<file path="src/rtl/stk_pkg.sv">
`timescale 1ns/1ps
package stk_pkg;

    localparam int VAR_N   = 16;
    localparam int CONST_N = 16;
    localparam int BR_N    = 32;

    typedef enum logic [3:0] {
        K_NOP, K_WAIT, K_ALU, K_DROP, K_STV, K_BR, K_LDV, K_LDC, K_DUP, K_LDM
    } kind_e;

    typedef enum logic [2:0] {
        OP_ADD = 3'd0, OP_SUB = 3'd1, OP_AND = 3'd2, OP_OR = 3'd3, OP_XOR = 3'd4
    } alu_op_e;

    typedef enum logic [1:0] {
        EM_RUN, EM_HOLD, EM_SQUASH
    } exec_mode_e;

    typedef struct packed {
        kind_e   kind;
        logic    grow;
        logic    moves;
        alu_op_e op;
        logic [4:0] idx;
        logic    br_nz;
    } uop_t;

    // value of read-only constant k
    function automatic int imm_value(input int k);
        return k * 291 + 65;
    endfunction

endpackage

</file>
<file path="src/rtl/stk_decode.sv">
`timescale 1ns/1ps
module stk_decode
    import stk_pkg::*;
(
    input  logic [7:0] code,
    output uop_t       uop
);
    always_comb begin
        uop.kind  = K_NOP;
        uop.grow  = code[7];
        uop.moves = code[7] | (code[6:4] != 3'b000);
        uop.op    = OP_ADD;
        uop.idx   = code[4:0];
        uop.br_nz = code[5];
        if (code[7]) begin
            unique case (code[6:4])
                3'b000:  uop.kind = K_LDV;
                3'b001:  uop.kind = K_LDC;
                default: uop.kind = (code == 8'hA1) ? K_LDM : K_DUP;
            endcase
        end else if (code[6]) begin
            uop.kind = K_BR;
        end else if (code[5]) begin
            uop.kind = code[4] ? K_DROP : K_STV;
        end else if (code[4]) begin
            if (!code[3] && (code[2:0] <= 3'd4)) begin
                uop.kind = K_ALU;
                uop.op   = alu_op_e'(code[2:0]);
            end else begin
                uop.kind = K_DROP;
            end
        end else begin
            uop.kind = (code == 8'h01) ? K_WAIT : K_NOP;
        end
    end
endmodule

</file>
<file path="src/rtl/stk_addr.sv">
`timescale 1ns/1ps
module stk_addr #(
    parameter int AW         = 6,
    parameter int STK_AW     = 5,
    parameter int CONST_BASE = 16,
    parameter int STK_BASE   = 32
) (
    input  logic [7:0]        code,
    input  logic [STK_AW-1:0] sp_next,
    output logic [AW-1:0]     raddr
);
    // read address for the byte in the fetch stage, one cycle ahead of use
    always_comb begin
        unique case (code[7:4])
            4'b1000: raddr = AW'(code[3:0]);
            4'b1001: raddr = AW'(CONST_BASE) + AW'(code[3:0]);
            default: raddr = AW'(STK_BASE) + AW'(sp_next);
        endcase
    end
endmodule

</file>
<file path="src/rtl/stk_alu.sv">
`timescale 1ns/1ps
module stk_alu
    import stk_pkg::*;
#(
    parameter int W = 16
) (
    input  alu_op_e      op,
    input  logic [W-1:0] nos,
    input  logic [W-1:0] tos,
    output logic [W-1:0] res
);
    always_comb begin
        unique case (op)
            OP_ADD:  res = nos + tos;
            OP_SUB:  res = nos - tos;
            OP_AND:  res = nos & tos;
            OP_OR:   res = nos | tos;
            OP_XOR:  res = nos ^ tos;
            default: res = tos;
        endcase
    end
endmodule

</file>
<file path="src/rtl/stk_ram.sv">
`timescale 1ns/1ps
module stk_ram
    import stk_pkg::*;
#(
    parameter int W        = 16,
    parameter int DEPTH    = 64,
    parameter int AW       = 6,
    parameter int CONST_LO = 16,
    parameter int CONST_HI = 32
) (
    input  logic          clk,
    input  logic          rst_n,
    input  logic          en,
    input  logic          we,
    input  logic [AW-1:0] waddr,
    input  logic [W-1:0]  wdata,
    input  logic [AW-1:0] raddr,
    output logic [W-1:0]  rdata
);
    localparam logic [AW-1:0] LO_A = AW'(CONST_LO);
    localparam logic [AW-1:0] HI_A = AW'(CONST_HI);

    logic [W-1:0] mem [DEPTH];

    always_ff @(posedge clk or negedge rst_n) begin
        if (!rst_n) begin
            for (int i = 0; i < DEPTH; i++) begin
                mem[i] <= (i >= CONST_LO && i < CONST_HI) ? W'(imm_value(i - CONST_LO)) : '0;
            end
            rdata <= '0;
        end else if (en) begin
            if (we) begin
                mem[waddr] <= wdata;
            end
            // write-first: a same-cycle write is visible to the read
            rdata <= (we && (waddr == raddr)) ? wdata : mem[raddr];
        end
    end

    a_r8_const_readonly: assert property (@(posedge clk) disable iff (!rst_n)
        (en && we) |-> (waddr < LO_A || waddr >= HI_A));
endmodule

</file>
<file path="src/rtl/stack_exec.sv">
`timescale 1ns/1ps
module stack_exec
    import stk_pkg::*;
#(
    parameter int DATA_W = 16,
    parameter int STK_AW = 5,
    parameter int UPC_W  = 8
) (
    input  logic              clk,
    input  logic              rst_n,
    input  logic [7:0]        instr,
    input  logic              mem_busy,
    input  logic [DATA_W-1:0] mem_rdata,
    output logic [UPC_W-1:0]  upc,
    output logic [DATA_W-1:0] tos,
    output logic [DATA_W-1:0] nos
);
    localparam int CONST_BASE = VAR_N;
    localparam int STK_BASE   = VAR_N + CONST_N;
    localparam int DEPTH      = STK_BASE + (1 << STK_AW);
    localparam int AW         = $clog2(DEPTH);

    logic [7:0]        ir;
    logic [UPC_W-1:0]  ir_pc;
    logic [DATA_W-1:0] tos_q, nos_q, tos_nxt, nos_nxt, push_val, alu_res, rd_q;
    logic [STK_AW-1:0] sp, sp_inc, sp_after;
    logic [AW-1:0]     raddr, waddr;
    logic [DATA_W-1:0] wdata;
    logic              we, taken, en;
    logic [UPC_W-1:0]  br_target;
    uop_t              uop_x;
    exec_mode_e        mode;

    // branch distance table: entry i holds i - BR_N/2
    logic [UPC_W-1:0] br_tab [BR_N];
    for (genvar g = 0; g < BR_N; g++) begin : g_br
        assign br_tab[g] = UPC_W'(g) - UPC_W'(BR_N / 2);
    end

    stk_decode u_dec_x (.code(ir), .uop(uop_x));

    assign sp_inc   = sp + STK_AW'(1);
    assign sp_after = !uop_x.moves ? sp : (uop_x.grow ? sp_inc : sp - STK_AW'(1));

    stk_addr #(.AW(AW), .STK_AW(STK_AW), .CONST_BASE(CONST_BASE), .STK_BASE(STK_BASE))
        u_addr (.code(instr), .sp_next(sp_after), .raddr(raddr));

    assign we    = uop_x.grow || (uop_x.kind == K_STV);
    assign waddr = uop_x.grow ? AW'(STK_BASE) + AW'(sp_inc) : AW'(uop_x.idx[3:0]);
    assign wdata = uop_x.grow ? nos_q : tos_q;
    assign en    = (mode != EM_HOLD);

    stk_ram #(.W(DATA_W), .DEPTH(DEPTH), .AW(AW), .CONST_LO(CONST_BASE), .CONST_HI(STK_BASE))
        u_ram (.clk(clk), .rst_n(rst_n), .en(en), .we(we), .waddr(waddr),
               .wdata(wdata), .raddr(raddr), .rdata(rd_q));

    stk_alu #(.W(DATA_W)) u_alu (.op(uop_x.op), .nos(nos_q), .tos(tos_q), .res(alu_res));

    assign taken     = (uop_x.kind == K_BR) && (uop_x.br_nz ? (tos_q != '0) : (tos_q == '0));
    assign br_target = ir_pc + br_tab[uop_x.idx];

    // mode of the current cycle
    always_comb begin
        if (uop_x.kind == K_WAIT && mem_busy) mode = EM_HOLD;
        else if (taken)                       mode = EM_SQUASH;
        else                                  mode = EM_RUN;
    end

    always_comb begin
        unique case (uop_x.kind)
            K_LDV, K_LDC: push_val = rd_q;
            K_LDM:        push_val = mem_rdata;
            default:      push_val = tos_q;
        endcase
        tos_nxt = tos_q;
        nos_nxt = nos_q;
        if (uop_x.grow) begin
            tos_nxt = push_val;
            nos_nxt = tos_q;
        end else if (uop_x.kind == K_ALU) begin
            tos_nxt = alu_res;
            nos_nxt = rd_q;
        end else if (uop_x.moves) begin
            tos_nxt = nos_q;
            nos_nxt = rd_q;
        end
    end

    always_ff @(posedge clk or negedge rst_n) begin
        if (!rst_n) begin
            upc   <= '0;
            ir    <= 8'h00;
            ir_pc <= '0;
            tos_q <= '0;
            nos_q <= '0;
            sp    <= '0;
        end else begin
            unique case (mode)
                EM_HOLD: begin
                end
                EM_SQUASH: begin
                    upc   <= br_target;
                    ir    <= 8'h00;
                    ir_pc <= upc;
                end
                EM_RUN: begin
                    upc   <= upc + UPC_W'(1);
                    ir    <= instr;
                    ir_pc <= upc;
                end
            endcase
            if (en) begin
                tos_q <= tos_nxt;
                nos_q <= nos_nxt;
                sp    <= sp_after;
            end
        end
    end

    assign tos = tos_q;
    assign nos = nos_q;

    a_r10_wait_holds: assert property (@(posedge clk) disable iff (!rst_n)
        (uop_x.kind == K_WAIT && mem_busy) |=> ($stable(upc) && $stable(tos) && $stable(nos)));

    a_r3_push_shift: assert property (@(posedge clk) disable iff (!rst_n)
        (en && uop_x.grow) |=> (nos == $past(tos)));

    a_r4_pop_shift: assert property (@(posedge clk) disable iff (!rst_n)
        (en && (uop_x.kind == K_DROP || uop_x.kind == K_STV || uop_x.kind == K_BR))
        |=> (tos == $past(nos)));

    a_r9_squash: assert property (@(posedge clk) disable iff (!rst_n)
        taken |=> (ir == 8'h00));

    a_r2_advance: assert property (@(posedge clk) disable iff (!rst_n)
        (mode == EM_RUN) |=> (upc == UPC_W'($past(upc) + UPC_W'(1))));
endmodule

</file>
<file path="config.mk">
export PLATFORM = sky130hd
export DESIGN_NAME = stack_exec
export DESIGN_NICKNAME = d
export VERILOG_FILES = /design/src/rtl/stk_pkg.sv /design/src/rtl/stk_decode.sv /design/src/rtl/stk_addr.sv /design/src/rtl/stk_alu.sv /design/src/rtl/stk_ram.sv /design/src/rtl/stack_exec.sv
export SDC_FILE = /design/constraint.sdc
export NUM_CORES = 2
export LEC_CHECK = 0
export BUFFER_PORTS_ARGS = -buffer_cell sky130_fd_sc_hd__clkbuf_2
export CORE_ASPECT_RATIO = 1.25
export CORE_MARGIN = 4
export CORE_UTILIZATION = 55
export DETAILED_ROUTE_END_ITERATION = 16
export PLACE_DENSITY = 0.8
export SLEW_MARGIN = 30
export SYNTH_ARGS = -nofsm -noshare
export SYNTH_HDL_FRONTEND = slang
export SYNTH_SLANG_ARGS = --single-unit
</file>
<file path="constraint.sdc">
create_clock -name clk -period 5.4 [get_ports clk]
set_clock_uncertainty 0.2 [all_clocks]
set_input_delay 1.62 -clock clk [delete_from_list [all_inputs] [get_ports clk]]
set_output_delay 1.62 -clock clk [all_outputs]
set_load 0.02 [all_outputs]
</file>
* After elaboration in Yosys (flattened, before gate mapping)
Memories as Yosys holds them, arrays and structs flattened.
Cells that the tools add are included.
** Word-level totals
- Latch bits :: 0
- Memories :: 1
- ROM bits :: 256
- RAM bits :: 0
- Output and inout bits :: 40
- Input port bits :: 27
- Bits in registers :: 1101
** Operators by class
- Mux-type cells :: 41
- Multipliers :: 0
- Reduce and logical (&&, ||, !) cells :: 20
- Bitwise gates (word level) :: 7
- Equality and inequality tests :: 21
- Shift-type cells :: 0
- $add $sub $neg :: 9
- Divide/modulo/power cells :: 0
- $lt $le $gt $ge :: 5
** Memory list
- (no name shown) :: words 32, width 8, read ports 1, clocked after Yosys merged registers in 0, write ports 0, RTL line stack_exec.sv:60 : assign br_target = ir_pc + br_tab[uop_x.idx];
** Operators by type and width (count)
- bitwise mux 1024 bit :: 1
- two-way mux 16 bit :: 11
- binary-select mux 16 bit (select 6 bit) :: 1
- demux 16 bit (select 6 bit) :: 1
- one-hot mux 16 bit (5 select lines) :: 1
- one-hot mux 16 bit (2 select lines) :: 1
- one-hot mux 8 bit (2 select lines) :: 2
- two-way mux 3 bit :: 6
- adder 16 bit :: 1
- bitwise AND 16 bit :: 1
- equality test 4 x 3 -> 1 bit, second input constant :: 4
- zero test 16 bit :: 1
- two-way mux 4 bit :: 4
- two-way mux 8 bit :: 2
- bitwise OR 16 bit :: 1
- nonzero test 16 bit :: 1
- subtractor 16 bit :: 1
- XOR 16 bit :: 1
- greater-or-equal comparator 7 bit, second input constant :: 2
- inverter 6 -> 7 bit :: 2
- adder 6 x 5 -> 6 bit, first input constant :: 2
- equality test 4 bit, second input constant :: 3
- one-hot mux 6 bit (2 select lines) :: 1
- two-way mux 5 bit :: 2
- 36 further kinds :: 50

* Depth between registers and ports, before layout
- Depth after elaboration :: 13
- Depth in mapped cells :: 19

* Modules after synthesis
A second synthesis with hierarchy kept.
** Second synthesis, totals
- Cell total of the unflattened synthesis :: 3858
- Area, all modules :: 54167.0 µm²
** Modules (own cells, without submodules)
- stk_ram :: area each 47546.9 µm², instances 1, cells an instance 3053, sequential area each 26138.8 µm²
- stack_exec :: area each 4016.4 µm², instances 1, cells an instance 422, sequential area each 1526.5 µm²
- stk_alu :: area each 2294.7 µm², instances 1, cells an instance 344, sequential area each 0.0 µm²
- stk_decode :: area each 230.2 µm², instances 1, cells an instance 32, sequential area each 0.0 µm²
- stk_addr :: area each 78.8 µm², instances 1, cells an instance 7, sequential area each 0.0 µm²

* Worst setup path after synthesis
OpenSTA, ideal clock, no wires.
- Kind :: input to register
- Start point :: input port instr[5]
- End point :: register u_ram.rdata[15]
- Slack :: 1.318 ns
- Library setup time :: 0.092 ns
- Arrival time :: 3.791 ns
- Path buffers :: 3
- Cell stages on the path :: 12
- Path through :: nor3b_1 clkbuf_1 nand2_1 o21ai_1 buf_2 buf_2 nand2_1 a22oi_1 o22ai_1 a2111o_1 o211a_1 o31ai_2
** Between the ends
- Cells in the longest elaborated chain, start to end :: 7
- Elaborated cells between the ends (all ways) :: 10
- Those cells by class :: eq/ne (3); mux (5); bitwise (1); reduce/logical (1)
** RTL lines
- start, declared :: RTL line stack_exec.sv:11 : input logic [7:0] instr,
- equality test 4 bit :: RTL line stk_addr.sv:14 : unique case (code[7:4])
- one-hot mux 6 bit (2 select lines) * :: RTL line stk_addr.sv:14
- inverter 6 -> 7 bit (implied by the code) :: RTL line stk_ram.sv:36 : rdata <= (we && (waddr == raddr)) ? wdata : mem[raddr];
- binary-select mux 16 bit (select 6 bit) :: RTL line stk_ram.sv:36
- two-way mux 16 bit (implied by the code) (2 in a row) :: RTL line stk_ram.sv:36
- two-way mux 16 bit * :: RTL line stk_ram.sv:36
- end signal, assigned :: RTL line stk_ram.sv:36
- end, declared :: RTL line stk_ram.sv:18 : output logic [W-1:0] rdata
Every way passes the cells marked *; elsewhere a longest branch is shown, timed or not. The select of a mux whose other input is x is not followed.
A chain may end at the register's enable or synchronous reset.

* Final worst setup path
- Start point :: register ir[5]
- End point :: register tos_q[12] (netlist: tos[12])
** Between the ends
- Cells in the longest elaborated chain, start to end :: 12
- Elaborated cells between the ends (all ways) :: 42
- Those cells by class :: eq/ne (16); mux (17); bitwise (1); reduce/logical (8)
** RTL lines
- start, declared :: RTL line stack_exec.sv:23 : logic [7:0] ir;
- start signal, assigned :: RTL line stack_exec.sv:108 : ir <= instr;
- equality test 8 x 1 -> 1 bit :: RTL line stk_decode.sv:33 : uop.kind = (code == 8'h01) ? K_WAIT : K_NOP;
- two-way mux 1 bit :: RTL line stk_decode.sv:33
- two-way mux 4 bit :: RTL line stk_decode.sv:25 : end else if (code[4]) begin
- two-way mux 4 bit :: RTL line stk_decode.sv:23 : end else if (code[5]) begin
- two-way mux 4 bit :: RTL line stk_decode.sv:21 : end else if (code[6]) begin
- two-way mux 4 bit :: RTL line stk_decode.sv:15 : if (code[7]) begin
- equality test 4 x 3 -> 1 bit :: RTL line stack_exec.sv:59 : assign taken = (uop_x.kind == K_BR) && (uop_x.br_nz ? (tos_q != '0) : (tos_q == '0));
- logical AND 1 bit :: RTL line stack_exec.sv:59
- two-way mux 2 bit :: RTL line stack_exec.sv:65 : else if (taken) mode = EM_SQUASH;
- two-way mux 2 bit :: RTL line stack_exec.sv:64 : if (uop_x.kind == K_WAIT && mem_busy) mode = EM_HOLD;
- inequality test 2 x 1 -> 1 bit :: RTL line stack_exec.sv:51 : assign en = (mode != EM_HOLD);
- AND reduction 4 bit (no line)
- end signal, assigned :: RTL line stack_exec.sv:113 : tos_q <= tos_nxt;
- end, declared :: RTL line stack_exec.sv:25 : logic [DATA_W-1:0] tos_q, nos_q, tos_nxt, nos_nxt, push_val, alu_res, rd_q;
Parallel ways exist; a longest one is shown, timed or not.

==> impl_metrics.py <==
metrics = {
    "run_status": {
        "outcome": "completed",
    },
    "clock_network": {
        "clock_latency_ns": 0.71,
        "cts_inserted_buffers": 107,
        "ctsHoldBuffers": 0,
        "cts-resized-gates": 0,
        "cts_tree": "built",
        "cts_setup_buffers": 0,
        "clock_path_buffers": 3,
        "cts_root_buf": "clkbuf_16",
        "cts.sinks": 1101,
        "path_clk_slew_ns": 0.07,
        "h-tree-depth": 3,
    },
    "routing": {
        "wl_per_cell_um": 21.6,
        "drc": 0,
        "first_pass_iters": 6,
        "vias": 42100,
        "avgViaCountPerCell": 6.12,
        "drt_iter0_markers": 5444,
        "antenna_left": 0,
        "routed_wl_um": 148000,
    },
    "sta": {
        "tns_ns": 0,
        "hold_viol_final": 0,
        "worstMarginPinSlew_ns": 1.08,
        "max_freq_ghz": 0.211,
        "slew_headroom_pct": 26.7,
        "min_period_ns": 4.73,
        "finalSetupViolations": 0,
        "hold_slack_ns": 0.166,
        "fin_crit_sh_pct": 87.7,
        "slew_viol_final": 0,
        "setup_ws_ns": 0.666,
        "rsz0062_at_grt": "no",
    },
    "yosys": {
        "synth.avg_cell_area_um2": 8.53,
        "syn_nets": 6007,
        "synth_common_cells": "1112 x nand2_1, 1010 x dfrtp_1, 928 x a21oi_1",
        "yosysWarnings": 0,
        "netlist.area_leader.share_pct": 50.1,
        "netlist-cell-type-count": 82,
        "synth_cells": 5920,
        "synth_edf_count": 0,
        "synth_area_leaders": "dfrtp_1 50%, a21oi_1 9.2%, nand2_1 8.3%",
        "ys_seq_elements": 1101,
        "yosysSeqAreaShare_pct": 54.8,
        "syn-cell-area_um2": 50500,
        "synth-main-ff-cell": "dfrtp_1",
        "async_reset_ff_share_pct": 100,
        "yosysMostFrequentCell": "nand2_1",
        "yosysTopAreaCell": "dfrtp_1",
    },
    "cells_and_area": {
        "multi_input_area_um2": 20100,
        "final-seq-area_um2": 27700,
        "final_nets": 5668,
        "diodes": 0,
        "fill_cells": 7311,
        "area_delta_synth_final_pct": 10.3,
        "drive_above_1_share_pct": 11.6,
    },
    "hold_path": {
        "whs_path_depth": 0,
        "hold_path.class": "flop to flop",
        "holdPathEnd": "u_ram.mem[595]$_DFFE_PN1P_",
        "min_from": "u_ram.mem[595]$_DFFE_PN1P_",
    },
    "worst_setup_path": {
        "timing.rr.end": "tos[12]$_DFFE_PN0P_",
        "r2r-start": "ir[5]$_DFFE_PN0P_",
        "critical_path.max_stage_delay_ns": 0.55,
        "arrival_ns": 5.12,
        "ff2ff_path_depth": 16,
        "cp_data_required_time_ns": 5.79,
        "crit_path_start_kind": "flop",
        "path_delay_family": "compound AO/OA/AOI/OAI gates",
        "crit_chain": "nor3_1 > nand2_1 > or2_1 > nor2_2 > nor2_1 > xnor2_1 > ha_1 > nor2b_1 > o21ai_0 > a21boi_0 > o21ai_0 > a211oi_1 > o31ai_1 > mux2i_1 > a211oi_1 > nor2_1",
        "worst_setup_path_end_kind": "flop",
        "crit_buf_inv": 0,
        "rrSetupSlack_ns": 0.67,
        "critPathMaxFanout": 13,
        "cp_slowest_cell": "dfrtp_1",
        "setup.worst_path.class": "flop to flop",
    },
    "pwr": {
        "p_per_area_nw_per_um2": 694,
        "p_leak_nw": 25.0,
        "irDropWorstVdd_uv": 474,
    },
    "global_routing": {
        "grt_pass1_vias": 41400,
        "antenna_found_initial": 1,
        "grt_use_total_pct": 30.3,
        "grt_start_max_net_pins": 133,
        "grt_overflow": 0,
        "grt_first_pass_wirelength_um": 233000,
    },
    "placed_design": {
        "dp_hpwl_um": 93600,
        "pre_cts_slack_ns": 0.283,
        "portBuffers": 66,
        "place_congestion": 0.961,
    },
    "die": {
        "die-width_um": 279,
        "placementRows": 124,
        "core_area_um2": 91200,
        "initial_utilization_pct": 55.3,
        "boundaryPins": 67,
        "die_h_um": 347,
        "die_area_um2": 96700,
    },
    "flow_run": {
        "drv_cap": 0,
    },
}
==> worst max path at each step <==
stage	from	to	slack [ns]	depth (start not counted)
final	ir[5]$_DFFE_PN0P_	tos[12]$_DFFE_PN0P_	0.67	16
after CTS	ir[5]$_DFFE_PN0P_	tos[12]$_DFFE_PN0P_	0.82	16
after detailed placement	instr[7]	u_ram.rdata[0]$_DFFE_PN0P_	0.28	13
after global placement	instr[7]	u_ram.rdata[0]$_DFFE_PN0P_	0.41	13
after global routing	ir[5]$_DFFE_PN0P_	tos[14]$_DFFE_PN0P_	0.45	16
after floorplan	instr[5]	u_ram.rdata[15]$_DFFE_PN0P_	1.32	12
==> worst register-to-register path, stage by stage (launching register included) <==
cell and delay [ns]:
dfrtp_1 0.55, nor3_1 0.31, nand2_1 0.10, or2_1 0.27, nor2_2 0.39, nor2_1 0.10
xnor2_1 0.14, ha_1 0.33, nor2b_1 0.15, o21ai_0 0.31, a21boi_0 0.20, o21ai_0 0.33
a211oi_1 0.17, o31ai_1 0.54, mux2i_1 0.16, a211oi_1 0.28, nor2_1 0.08
==> registers in the layout (all words and copies together) (netlist names) <==
register and flops:
ir_pc 8, u_ram.rdata 16, u_ram.mem 1024, ir 8, upc 8, sp 5
tos 16, nos 16
==> metrics by stage <==
step	cell area, µm²	utilization (%)	std cells	power (mW)
2_1_floorplan	50500	-	5920	23.5
3_3_place_gp	51800	56.8	6663	29.5
3_5_place_dp	51900	56.9	6668	30.1
4_1_cts	55700	61.0	6868	38.3
5_1_grt	55700	61.1	6869	40.8
6_report	55700	61.1	6869	38.7
==> cell families after synthesis <==
kind of cell,after synthesis,synth area share [%]
flops,1101,54.8
fa+ha+maj,60,1.52
buf+inv,790,6.31
simple gates,2650,21.8
mux,73,1.99
compound gates,1207,12.9
xor+xnor,39,0.691
==> layer usage <==
layer	vias to the layer above	wire, µm	GRT usage (%)
met2	2321	68400	47.4
met1	20300	54200	38.6
met4	0	12400	21.5
met3	620	13400	5.13
met5	-	0	0
li1	18900	-	-
==> power by group <==
part / leakage, nW / internal (mW) / switching [mW]
combinational: 9.32 / 5.93 / 11.6
clock: 1.84 / 4.66 / 3.35
sequential: 13.8 / 11.1 / 2.00
total: 25.0 / 21.7 / 17.0
==> layout make-up <==
cell class | count | share of cell area (%)
well taps | 1197 | 2.69
clock inverters | 53 | 1.40
repair buffers | 273 | 4.36
flip-flops and latches | 1101 | 49.7
inverters | 69 | 0.465
clock buffers | 147 | 5.40
multi-input cells | 4029 | 36.0
==> layout by cell type (no fill, tap or decap), drive strengths merged, types with 58 or more instances in the layout <==
master and n:
inv 77, dfstp 91, nand3 589, ha 58
nor3 65, dfrtp 1010, clkbuf 212, o21ai 114
a21oi 930, nand2 1112, nor2 807, buf 208
Power figures use the tool's default switching activity.
